===== src/rtl/vtag_pkg.sv =====
package vtag_pkg;

  // Per-port egress tagging policy
  typedef enum logic [1:0] {
    TM_NONE        = 2'd0,
    TM_SKIP_NATIVE = 2'd1,
    TM_SKIP_ZERO   = 2'd2,
    TM_ALL         = 2'd3
  } tag_mode_e;

  // Frame sequencing: header pass, tag emission, body pass
  typedef enum logic [1:0] {
    ST_HDR  = 2'd0,
    ST_TAG  = 2'd1,
    ST_BODY = 2'd2
  } seq_state_e;

endpackage


===== src/rtl/vtag_policy.sv =====
module vtag_policy
  import vtag_pkg::*;
#(
  parameter int VID_W = 12
) (
  input  logic [1:0]       mode_i,
  input  logic [VID_W-1:0] vid_i,
  input  logic [VID_W-1:0] native_i,
  output logic             tag_o
);

  tag_mode_e  mode_e;
  logic       vid_zero;
  logic       vid_native;

  assign mode_e     = tag_mode_e'(mode_i);
  assign vid_zero   = (vid_i == '0);
  assign vid_native = (vid_i == native_i);

  always_comb begin
    case (mode_e)
      TM_NONE:        tag_o = 1'b0;
      TM_SKIP_NATIVE: tag_o = !vid_zero && !vid_native;
      TM_SKIP_ZERO:   tag_o = !vid_zero;
      TM_ALL:         tag_o = 1'b1;
      default:        tag_o = 1'b0;
    endcase
  end

endmodule


===== src/rtl/vtag_tag_builder.sv =====
module vtag_tag_builder #(
  parameter int          VID_W     = 12,
  parameter int          PCP_W     = 3,
  parameter int          BYTE_W    = 8,
  parameter int          TAG_BYTES = 4,
  parameter int          TPID_W    = 16,
  parameter logic [15:0] TPID      = 16'h8100,
  localparam int         IDX_W     = $clog2(TAG_BYTES),
  localparam int         TAG_W     = TAG_BYTES * BYTE_W
) (
  input  logic [VID_W-1:0]  vid_i,
  input  logic [PCP_W-1:0]  pcp_i,
  input  logic [IDX_W-1:0]  idx_i,
  output logic [BYTE_W-1:0] byte_o
);

  logic [TAG_W-1:0]  word;
  logic [BYTE_W-1:0] bytes_w [TAG_BYTES];

  // Type value, priority, drop-eligible bit cleared, VLAN ID (network order)
  assign word = {TPID[TPID_W-1:0], pcp_i, 1'b0, vid_i};

  for (genvar k = 0; k < TAG_BYTES; k++) begin : g_byte
    assign bytes_w[k] = word[TAG_W-1-k*BYTE_W -: BYTE_W];
  end

  assign byte_o = bytes_w[idx_i];

  initial begin
    assert (TPID_W + PCP_W + 1 + VID_W == TAG_W)
      else $error("tag field widths do not fill the tag");
  end

endmodule


===== src/rtl/vtag_seq.sv =====
module vtag_seq
  import vtag_pkg::*;
#(
  parameter int  HDR_BYTES = 12,
  parameter int  TAG_BYTES = 4,
  localparam int CNT_W     = $clog2(HDR_BYTES),
  localparam int IDX_W     = $clog2(TAG_BYTES)
) (
  input  logic             clk,
  input  logic             rst_n,
  input  logic             s_tvalid_i,
  input  logic             s_tlast_i,
  input  logic             m_tready_i,
  input  logic             decide_i,
  output logic             s_ready_o,
  output logic             m_valid_o,
  output logic             first_beat_o,
  output logic             tag_hold_o,
  output seq_state_e       state_o,
  output logic [IDX_W-1:0] tag_idx_o
);

  seq_state_e       state_q, state_d;
  logic [CNT_W-1:0] cnt_q, cnt_d;
  logic [IDX_W-1:0] idx_q, idx_d;
  logic             tag_q, tag_d;
  logic             pass;
  logic             s_hs;
  logic             tag_eff;

  assign pass         = (state_q != ST_TAG);
  assign s_ready_o    = pass && m_tready_i;
  assign m_valid_o    = pass ? s_tvalid_i : 1'b1;
  assign s_hs         = s_tvalid_i && s_ready_o;
  assign first_beat_o = (state_q == ST_HDR) && (cnt_q == '0);
  assign tag_eff      = first_beat_o ? decide_i : tag_q;

  // Next-state process
  always_comb begin
    state_d = state_q;
    cnt_d   = cnt_q;
    idx_d   = idx_q;
    tag_d   = tag_q;
    if (first_beat_o && s_hs) begin
      tag_d = decide_i;
    end
    case (state_q)
      ST_HDR: begin
        if (s_hs) begin
          if (s_tlast_i) begin
            cnt_d = '0;
          end else if (cnt_q == CNT_W'(HDR_BYTES - 1)) begin
            cnt_d   = '0;
            idx_d   = '0;
            state_d = tag_eff ? ST_TAG : ST_BODY;
          end else begin
            cnt_d = cnt_q + 1'b1;
          end
        end
      end
      ST_TAG: begin
        if (m_tready_i) begin
          if (idx_q == IDX_W'(TAG_BYTES - 1)) begin
            idx_d   = '0;
            state_d = ST_BODY;
          end else begin
            idx_d = idx_q + 1'b1;
          end
        end
      end
      ST_BODY: begin
        if (s_hs && s_tlast_i) begin
          state_d = ST_HDR;
        end
      end
      default: state_d = ST_HDR;
    endcase
  end

  // Register process
  always_ff @(posedge clk or negedge rst_n) begin
    if (!rst_n) begin
      state_q <= ST_HDR;
      cnt_q   <= '0;
      idx_q   <= '0;
      tag_q   <= 1'b0;
    end else begin
      state_q <= state_d;
      cnt_q   <= cnt_d;
      idx_q   <= idx_d;
      tag_q   <= tag_d;
    end
  end

  assign tag_hold_o = tag_q;
  assign state_o    = state_q;
  assign tag_idx_o  = idx_q;

  // Entering tag emission always follows an accepted header byte
  assert_tag_after_hdr_R7: assert property (@(posedge clk) disable iff (!rst_n)
    (state_q == ST_TAG && $past(state_q) != ST_TAG) |-> $past(s_hs));

  // Tag emission lasts exactly the tag length of accepted output bytes
  assert_tag_span_R5: assert property (@(posedge clk) disable iff (!rst_n)
    (state_q == ST_BODY && $past(state_q) == ST_TAG) |->
      ($past(idx_q) == IDX_W'(TAG_BYTES - 1) && $past(m_tready_i)));

  // A frame ending inside the header returns to a fresh header count
  assert_short_frame_R8: assert property (@(posedge clk) disable iff (!rst_n)
    (state_q == ST_HDR && s_hs && s_tlast_i) |=> (state_q == ST_HDR && cnt_q == '0));

endmodule


===== src/rtl/vtag_egress_inserter.sv =====
module vtag_egress_inserter
  import vtag_pkg::*;
#(
  parameter int  VID_W     = 12,
  parameter int  PCP_W     = 3,
  parameter int  BYTE_W    = 8,
  parameter int  HDR_BYTES = 12,
  parameter int  TAG_BYTES = 4,
  localparam int IDX_W     = $clog2(TAG_BYTES)
) (
  input  logic              clk,
  input  logic              rst_n,
  input  logic [1:0]        port_mode,
  input  logic [VID_W-1:0]  native_vid,
  input  logic [VID_W-1:0]  frame_vid,
  input  logic [PCP_W-1:0]  frame_pcp,
  input  logic [BYTE_W-1:0] s_tdata,
  input  logic              s_tvalid,
  output logic              s_tready,
  input  logic              s_tlast,
  output logic [BYTE_W-1:0] m_tdata,
  output logic              m_tvalid,
  input  logic              m_tready,
  output logic              m_tlast
);

  logic [1:0]        rst_sync_q;
  logic              rst_sync_n;
  logic              decide;
  logic              first_beat;
  logic              tag_hold;
  seq_state_e        state;
  logic [IDX_W-1:0]  tag_idx;
  logic [VID_W-1:0]  vid_q;
  logic [PCP_W-1:0]  pcp_q;
  logic              cap_en;
  logic [BYTE_W-1:0] tag_byte;
  logic              s_hs;

  // Asynchronous assertion, synchronous release
  always_ff @(posedge clk or negedge rst_n) begin
    if (!rst_n) rst_sync_q <= 2'b00;
    else        rst_sync_q <= {rst_sync_q[0], 1'b1};
  end
  assign rst_sync_n = rst_sync_q[1];

  vtag_policy #(.VID_W(VID_W)) u_policy (
    .mode_i   (port_mode),
    .vid_i    (frame_vid),
    .native_i (native_vid),
    .tag_o    (decide)
  );

  vtag_seq #(.HDR_BYTES(HDR_BYTES), .TAG_BYTES(TAG_BYTES)) u_seq (
    .clk          (clk),
    .rst_n        (rst_sync_n),
    .s_tvalid_i   (s_tvalid),
    .s_tlast_i    (s_tlast),
    .m_tready_i   (m_tready),
    .decide_i     (decide),
    .s_ready_o    (s_tready),
    .m_valid_o    (m_tvalid),
    .first_beat_o (first_beat),
    .tag_hold_o   (tag_hold),
    .state_o      (state),
    .tag_idx_o    (tag_idx)
  );

  assign s_hs   = s_tvalid && s_tready;
  assign cap_en = first_beat && s_hs;

  // Tag contents captured with the decision on the first byte
  always_ff @(posedge clk or negedge rst_sync_n) begin
    if (!rst_sync_n) begin
      vid_q <= '0;
      pcp_q <= '0;
    end else if (cap_en) begin
      vid_q <= frame_vid;
      pcp_q <= frame_pcp;
    end
  end

  vtag_tag_builder #(
    .VID_W(VID_W), .PCP_W(PCP_W), .BYTE_W(BYTE_W), .TAG_BYTES(TAG_BYTES)
  ) u_tag (
    .vid_i  (vid_q),
    .pcp_i  (pcp_q),
    .idx_i  (tag_idx),
    .byte_o (tag_byte)
  );

  assign m_tdata = (state == ST_TAG) ? tag_byte : s_tdata;
  assign m_tlast = (state == ST_TAG) ? 1'b0     : s_tlast;

  assert_mode_off_untagged_R1: assert property (@(posedge clk) disable iff (!rst_sync_n)
    (cap_en && port_mode == 2'd0) |=> !tag_hold);

  assert_native_untagged_R2: assert property (@(posedge clk) disable iff (!rst_sync_n)
    (cap_en && port_mode == 2'd1 && frame_vid == native_vid) |=> !tag_hold);

  assert_vid0_untagged_R3: assert property (@(posedge clk) disable iff (!rst_sync_n)
    (cap_en && port_mode != 2'd3 && frame_vid == '0) |=> !tag_hold);

  assert_mode_all_tagged_R4: assert property (@(posedge clk) disable iff (!rst_sync_n)
    (cap_en && port_mode == 2'd3) |=> tag_hold);

  assert_decision_held_R6: assert property (@(posedge clk) disable iff (!rst_sync_n)
    !cap_en |=> $stable(tag_hold));

  assert_stall_hold_R9: assert property (@(posedge clk) disable iff (!rst_sync_n)
    (m_tvalid && !m_tready) |=> (m_tvalid && $stable(m_tdata) && $stable(m_tlast)));

endmodule


===== config.mk =====
export PLATFORM = sky130hd
export DESIGN_NAME = vtag_egress_inserter
export DESIGN_NICKNAME = d
export VERILOG_FILES = /design/src/rtl/vtag_pkg.sv /design/src/rtl/vtag_policy.sv /design/src/rtl/vtag_tag_builder.sv /design/src/rtl/vtag_seq.sv /design/src/rtl/vtag_egress_inserter.sv
export SDC_FILE = /design/constraint.sdc
export NUM_CORES = 1
export LEC_CHECK = 0
export ABC_CLOCK_PERIOD_IN_PS = 1200
export BUFFER_PORTS_ARGS = -buffer_cell sky130_fd_sc_hd__buf_4
export CORE_MARGIN = 2
export CORE_UTILIZATION = 45
export CTS_CLUSTER_SIZE = 28
export DETAILED_ROUTE_END_ITERATION = 6
export PLACE_DENSITY = 0.83
export SLEW_MARGIN = 20
export SYNTH_ARGS = -nofsm -noshare
export SYNTH_HDL_FRONTEND = slang
export SYNTH_SLANG_ARGS = --single-unit

===== constraint.sdc =====
create_clock -name clk -period 1.2 [get_ports clk]
set_clock_uncertainty 0.05 [all_clocks]
set_input_delay 0.12 -clock clk [delete_from_list [all_inputs] [get_ports clk]]
set_output_delay 0.12 -clock clk [all_outputs]
set_load 0.02 [all_outputs]

## After elaboration in Yosys (flattened, before gate mapping)

Cells that the tools add are included.

- $add $sub $neg: 2
- $lt $le $gt $ge: 1
- Eq/ne operators: 15
- Mux-type cells: 24
- Bitwise logic cells: 1
- Reductions and logical operators: 16

Operator list:

| cell | number |
|---|---|
| $mux W2 | 12 |
| $mux W8 | 3 |
| $bmux W8 S2 | 1 |
| $eq A12 B12 Y1 | 1 |
| $logic_not A12 Y1 | 1 |
| $eq A2 B2 Y1 const B | 4 |
| $mux W4 | 2 |
| $ne A2 B1 Y1 const B | 4 |
| $logic_and A1 B1 Y1 | 6 |
| $ne A2 B2 Y1 const B | 3 |
| $pmux W2 S3 | 1 |
| $reduce_and A6 Y1 | 1 |
| $reduce_and A5 Y1 | 1 |
| $add A4 B1 Y4 const B | 1 |
| $eq A2 B1 Y1 const B | 2 |
| $eq A4 B4 Y1 const B | 1 |
| $logic_not A2 Y1 | 2 |
| $logic_not A4 Y1 | 1 |
| $pmux W1 S4 | 1 |
| $pmux W2 S2 | 1 |
| $ge A3 B3 Y1 const B | 1 |
| $mux W1 | 3 |
| $not A2 Y3 | 1 |
| $add A2 B1 Y2 const B | 1 |
| 3 further kinds | 4 |

- Register bits: 26
- Input bits: 42
- Output and inout bits: 11
- Word-level logic and storage cells: 66

## Logic depth before layout (Yosys ltp)

- Word-level depth: 10
- Mapped depth: 7
- Gate-level depth less buffers: 6

## By module

Synthesis repeated with hierarchy kept, for this count alone.

- Cells, all modules: 146
- Area, all modules: 1644.1 µm²

Modules (own cells, without submodules):

| module | instances | cells an instance | area each (µm²) | seq. area each (µm²) |
|---|---|---|---|---|
| vtag_egress_inserter | 1 | 46 | 772.0 | 425.4 |
| vtag_seq | 1 | 60 | 566.8 | 225.2 |
| vtag_policy | 1 | 23 | 166.4 | 0.0 |
| vtag_tag_builder | 1 | 17 | 138.9 | 0.0 |

## Worst setup path before layout

Ideal clock, no wire load.

- Path type: register to register
- From: register u_seq.cnt_q[0]
- To: register pcp_q[1]
- Setup time: 0.116 ns
- Arrival: 1.478 ns
- Data required time: 1.034 ns
- Setup slack: -0.444 ns
- Stages on the path, launching flop included: 8
- Path buffers: 1
- Period minus slack after synthesis: 1.644 ns
- Path through: dfrtp_1 > inv_1 > ha_1 > or3b_4 > or2_4 > buf_6 > nand2_1 > nand2_1

- Longest elaborated chain between the ends: 3

RTL lines:

| item | RTL line | RTL |
|---|---|---|
| from (decl) | vtag_seq.sv:24 | `logic [CNT_W-1:0] cnt_q, cnt_d;` |
| from (signal assigned) | vtag_seq.sv:89 | `cnt_q <= cnt_d;` |
| $logic_not A4 Y1 | vtag_seq.sv:35 | `assign first_beat_o = (state_q == ST_HDR) && (cnt_q == '0);` |
| $logic_and A1 B1 Y1 | vtag_seq.sv:35 |  |
| $logic_and A1 B1 Y1 | vtag_egress_inserter.sv:70 | `assign cap_en = first_beat && s_hs;` |
| to (signal assigned) | vtag_egress_inserter.sv:79 | `pcp_q <= frame_pcp;` |
| to (decl) | vtag_egress_inserter.sv:35 | `logic [PCP_W-1:0] pcp_q;` |

Every way passes these cells.
A chain may end at the register's enable or synchronous reset.

## Worst setup path after layout

- From: register u_seq.cnt_q[1]
- To: register u_seq.state_q[1] (netlist: u_seq.state_o[1])

- Longest elaborated chain between the ends: 8
- Elaborated cells between the ends (all ways): 11
- Those cells by class: eq/ne (2); mux (6); reduce/logical (3)

RTL lines:

| item | RTL line | RTL |
|---|---|---|
| $logic_not A4 Y1 | vtag_seq.sv:35 |  |
| $logic_and A1 B1 Y1 | vtag_seq.sv:35 |  |
| $mux W1 | vtag_seq.sv:36 | `assign tag_eff = first_beat_o ? decide_i : tag_q;` |
| $mux W2 | vtag_seq.sv:55 | `state_d = tag_eff ? ST_TAG : ST_BODY;` |
| $mux W2 | vtag_seq.sv:52 | `end else if (cnt_q == CNT_W'(HDR_BYTES - 1)) begin` |
| $mux W2 | vtag_seq.sv:50 | `if (s_tlast_i) begin` |
| $mux W2 | vtag_seq.sv:49 | `if (s_hs) begin` |
| $pmux W2 S3 | vtag_seq.sv:47 | `case (state_q)` |
| to (signal assigned) | vtag_seq.sv:88 | `state_q <= state_d;` |
| to (decl) | vtag_seq.sv:23 | `seq_state_e state_q, state_d;` |

Several ways; a longest one is shown, not always the timed one. The select of a mux whose other input is x is not followed.

==> metrics.md <==
| Metric | Value |
|---|---|
| Reg2reg end | `u_seq.state_o[1]$_DFFE_PN0P_` |
| Drt pass-1 iters | `6` |
| Endpoints failing hold | `0` |
| # clock sinks | `26` |
| Area leader, netlist | `dfrtp_1` |
| Number of global-route vias before repair | `1805` |
| CTS tree | `yes` |
| Seq cells post-synth | `26` |
| DP Wirelength | `3.056 mm` |
| Syn Nets | `221` |
| Root Driver | `clkbuf_4` |
| FP Rows | `21` |
| Crit path max-delay cell type | `or3b_4` |
| Hold depth | `3` |
| Vias per cell | `5.622` |
| Share of cells above drive strength 1 | `0.5520` |
| DRC viols | `0` |
| Routed length per instance | `18.18 um` |
| Area Overhead vs Synth | `78.79%` |
| RSZ-0062 raised after global routing | `true` |
| Initial Util | `0.4686` |
| Status | `complete, but fails checks` |
| CTS max path bufs | `2` |
| Worst Setup Path Type | `flip-flop to flip-flop` |
| Die X-Extent | `62.72 um` |
| IO Pins | `53` |
| Fraction of registers with async set/reset | `1.000` |
| Synth top area share | `0.4194` |
| Worst-path clk slew | `0.15 ns` |
| Power density cells | `1043 nW/um2` |
| Total track usage | `0.2562` |
| Final slew viol count | `0` |
| Die area | `3933 um2` |
| YS warnings | `0` |
| Cell area after synthesis | `1551 um2` |
| Worst min path class | `input pin to flip-flop` |
| Core Region | `3311 um2` |
| Cell count after synthesis | `176` |
| WHS Endpoint | `vid_q[4]$_DFFE_PN0P_` |
| LEAKAGE | `1.305 nW` |
| Req. time, crit path | `1.43 ns` |
| DP Area | `2205 um2` |
| Post-synth EDFFs | `0` |
| CP max FO | `6` |
| Final nets | `325` |
| CTS H-tree lvls | `1` |
| Fmax | `546.7 MHz` |
| # diodes | `0` |
| Period minus WS final | `1.829 ns` |
| CP cell instances | `inv_1, ha_2, or3b_4, o21ai_1, a31o_1, a32o_1` |
| Num CTS Buffers | `3` |
| VDD IR max | `700.9 uV` |
| First DRT Iteration DRCs | `120` |
| MaxCap Viol Count | `0` |
| Seq/Total Area, Yosys | `0.4194` |
| Largest net degree at the start of global routing | `25` |
| Failing checks | `setup timing` |
| Fin util | `0.8379` |
| Final setup TNS | `-16.05 ns` |
| Fin area | `2774 um2` |
| Post-DRT Antenna Nets | `0` |
| Worst-Skew Late Latency | `0.32 ns` |
| Worst stage delay on the critical path | `0.45 ns` |
| Worst reg2reg path startpoint | `u_seq.cnt_q[1]$_DFFE_PN0P_` |
| # setup viols final | `35` |
| Fin crit share | `1.524` |
| I/O Buffers | `52` |
| DR vias | `1827` |
| Global route overflow | `0` |
| Critical Path AT | `2.06 ns` |
| Netlist cell types | `37` |
| Syn avg cell area | `8.815 um2` |
| Hold_sp | `frame_vid[4]` |
| Area contributors post-synth | `dfrtp_1, nand2_1, xnor2_1` |
| Die Ht | `62.72 um` |
| Ys flop type | `dfrtp_1` |
| Gpl congestion | `0.7766` |
| DRT Wirelength | `5.908 mm` |
| Reg2Reg Setup Slack | `-0.63 ns` |
| Initial antenna violation count | `0` |
| Reg2Reg Depth | `6` |
| Endpoint class of the critical path | `flip-flop` |
| Critical Path Start Type | `flip-flop` |
| Final WS setup | `-0.6291 ns` |
| First-pass GRT wire length | `8.086 mm` |
final cells by class:
type / count / area, um2
flip-flops and latches: 26 / 650.6
well taps: 46 / 57.56
repair buffers: 105 / 943.4
fillers: 177 / 536.8
clock buffers: 4 / 36.28
multi-input cells: 139 / 1067
inverters: 5 / 18.77
sequential cells by signal (all words and copies together) (netlist names):
| name | cells |
|---|---|
| rst_sync_q | 2 |
| vid_q | 12 |
| pcp_q | 3 |
| u_seq.tag_hold_o | 1 |
| u_seq.cnt_q | 4 |
| u_seq.state_o | 2 |
| u_seq.tag_idx_o | 2 |
cell usage in the layout, fill, tap and decap left out, drive strengths merged, types with 2 or more instances in the layout:
cell,netlist,routed
ha,3,3
nand2b,3,3
mux2i,5,5
and2,3,3
a31oi,3,3
xnor2,12,12
buf,5,94
clkbuf,2,4
dfrtp,26,26
nand3,6,6
o21ai,16,16
nor4,3,3
a32o,3,3
or2,1,2
nand2,54,54
dlygate4sd3,0,11
inv,5,5
nor2,4,4
nor3,3,3
a21oi,2,2
nand4,3,3
cell families (layout without fill, tap and decap cells):
group                    count (synthesis)  in the layout  synth area share
AND/OR/NAND/NOR                         88             89            0.2911
AO/OA/AOI/OAI                           29             29            0.1161
flip-flops                              26             26            0.4194
XOR/XNOR                                12             12           0.06774
buffers and inverters                   12            114           0.04677
multiplexers                             5              5           0.03226
adder cells (fa/ha/maj)                  3              3           0.02420
other                                    1              1          0.002417
worst max-delay path, delay by kind of cell, from the launching register on:
kind,cells,cell delay [ns]
adders and majority gates,1,0.18
DFF,1,0.43
buffers and inverters,1,0.09
AOI/OAI and AO/OA,3,0.58
and+or+nand+nor,1,0.45
synth_stat cells, drive strengths merged, types with 2 or more instances:
cell type  count
a21oi          2
a31oi          3
a32o           3
and2           3
buf            5
clkbuf         2
dfrtp         26
ha             3
inv            5
mux2i          5
nand2         54
nand2b         3
nand3          6
nand4          3
nor2           4
nor3           3
nor4           3
o21ai         16
xnor2         12
stage by stage:
step	setup slack [ns]	instances	hold WS [ns]	total power (W)
after detailed placement	-0.4648	291	-0.1463	0.002003
after floorplan	-0.4442	176	-0.2256	0.001669
after CTS	-0.4776	319	0.0001527	0.002615
final	-0.6291	325	0.02142	0.002894
after global routing	-0.6550	325	0.002542	0.003003
after global placement	-0.3972	291	-0.1464	0.001950
worst max path at each step:
stage | slack (ns) | startpoint | cells after the start | endpoint
finish | -0.63 | u_seq.cnt_q[1]$_DFFE_PN0P_ | 6 | u_seq.state_o[1]$_DFFE_PN0P_
global route | -0.65 | u_seq.cnt_q[1]$_DFFE_PN0P_ | 8 | vid_q[2]$_DFFE_PN0P_
CTS | -0.48 | u_seq.cnt_q[0]$_DFFE_PN0P_ | 6 | vid_q[1]$_DFFE_PN0P_
detailed placement | -0.46 | u_seq.cnt_q[0]$_DFFE_PN0P_ | 6 | vid_q[2]$_DFFE_PN0P_
global placement | -0.40 | u_seq.cnt_q[0]$_DFFE_PN0P_ | 6 | vid_q[10]$_DFFE_PN0P_
floorplan | -0.44 | u_seq.cnt_q[0]$_DFFE_PN0P_ | 7 | pcp_q[1]$_DFFE_PN0P_
routing by layer:
layer  track usage  vias up  routed length, um
met4       0.09722        0                271
met3       0.03604       27                428
met2        0.4704      114               3057
met5             0        -                  0
li1              -      814                  -
met1        0.3011      872               2150
where the power goes:
part	leakage, nW	internal, W	switching, W	total, W
clock	0.0210	0.000185	0.000269	0.000455
sequential	0.331	0.00108	0.000206	0.00129
combinational	0.954	0.000567	0.000582	0.00115
total	1.31	0.00184	0.00106	0.00289
timing repair:
action	4_1_cts	5_1_grt
gates cloned	3	0
setup buffers	12	4
gates resized for setup	50	24
endpoints found under the setup margin	35	35
hold endpoints to repair	9	2
hold buffers	9	2
pin swaps	36	25
(Power assumes the default switching activity.)
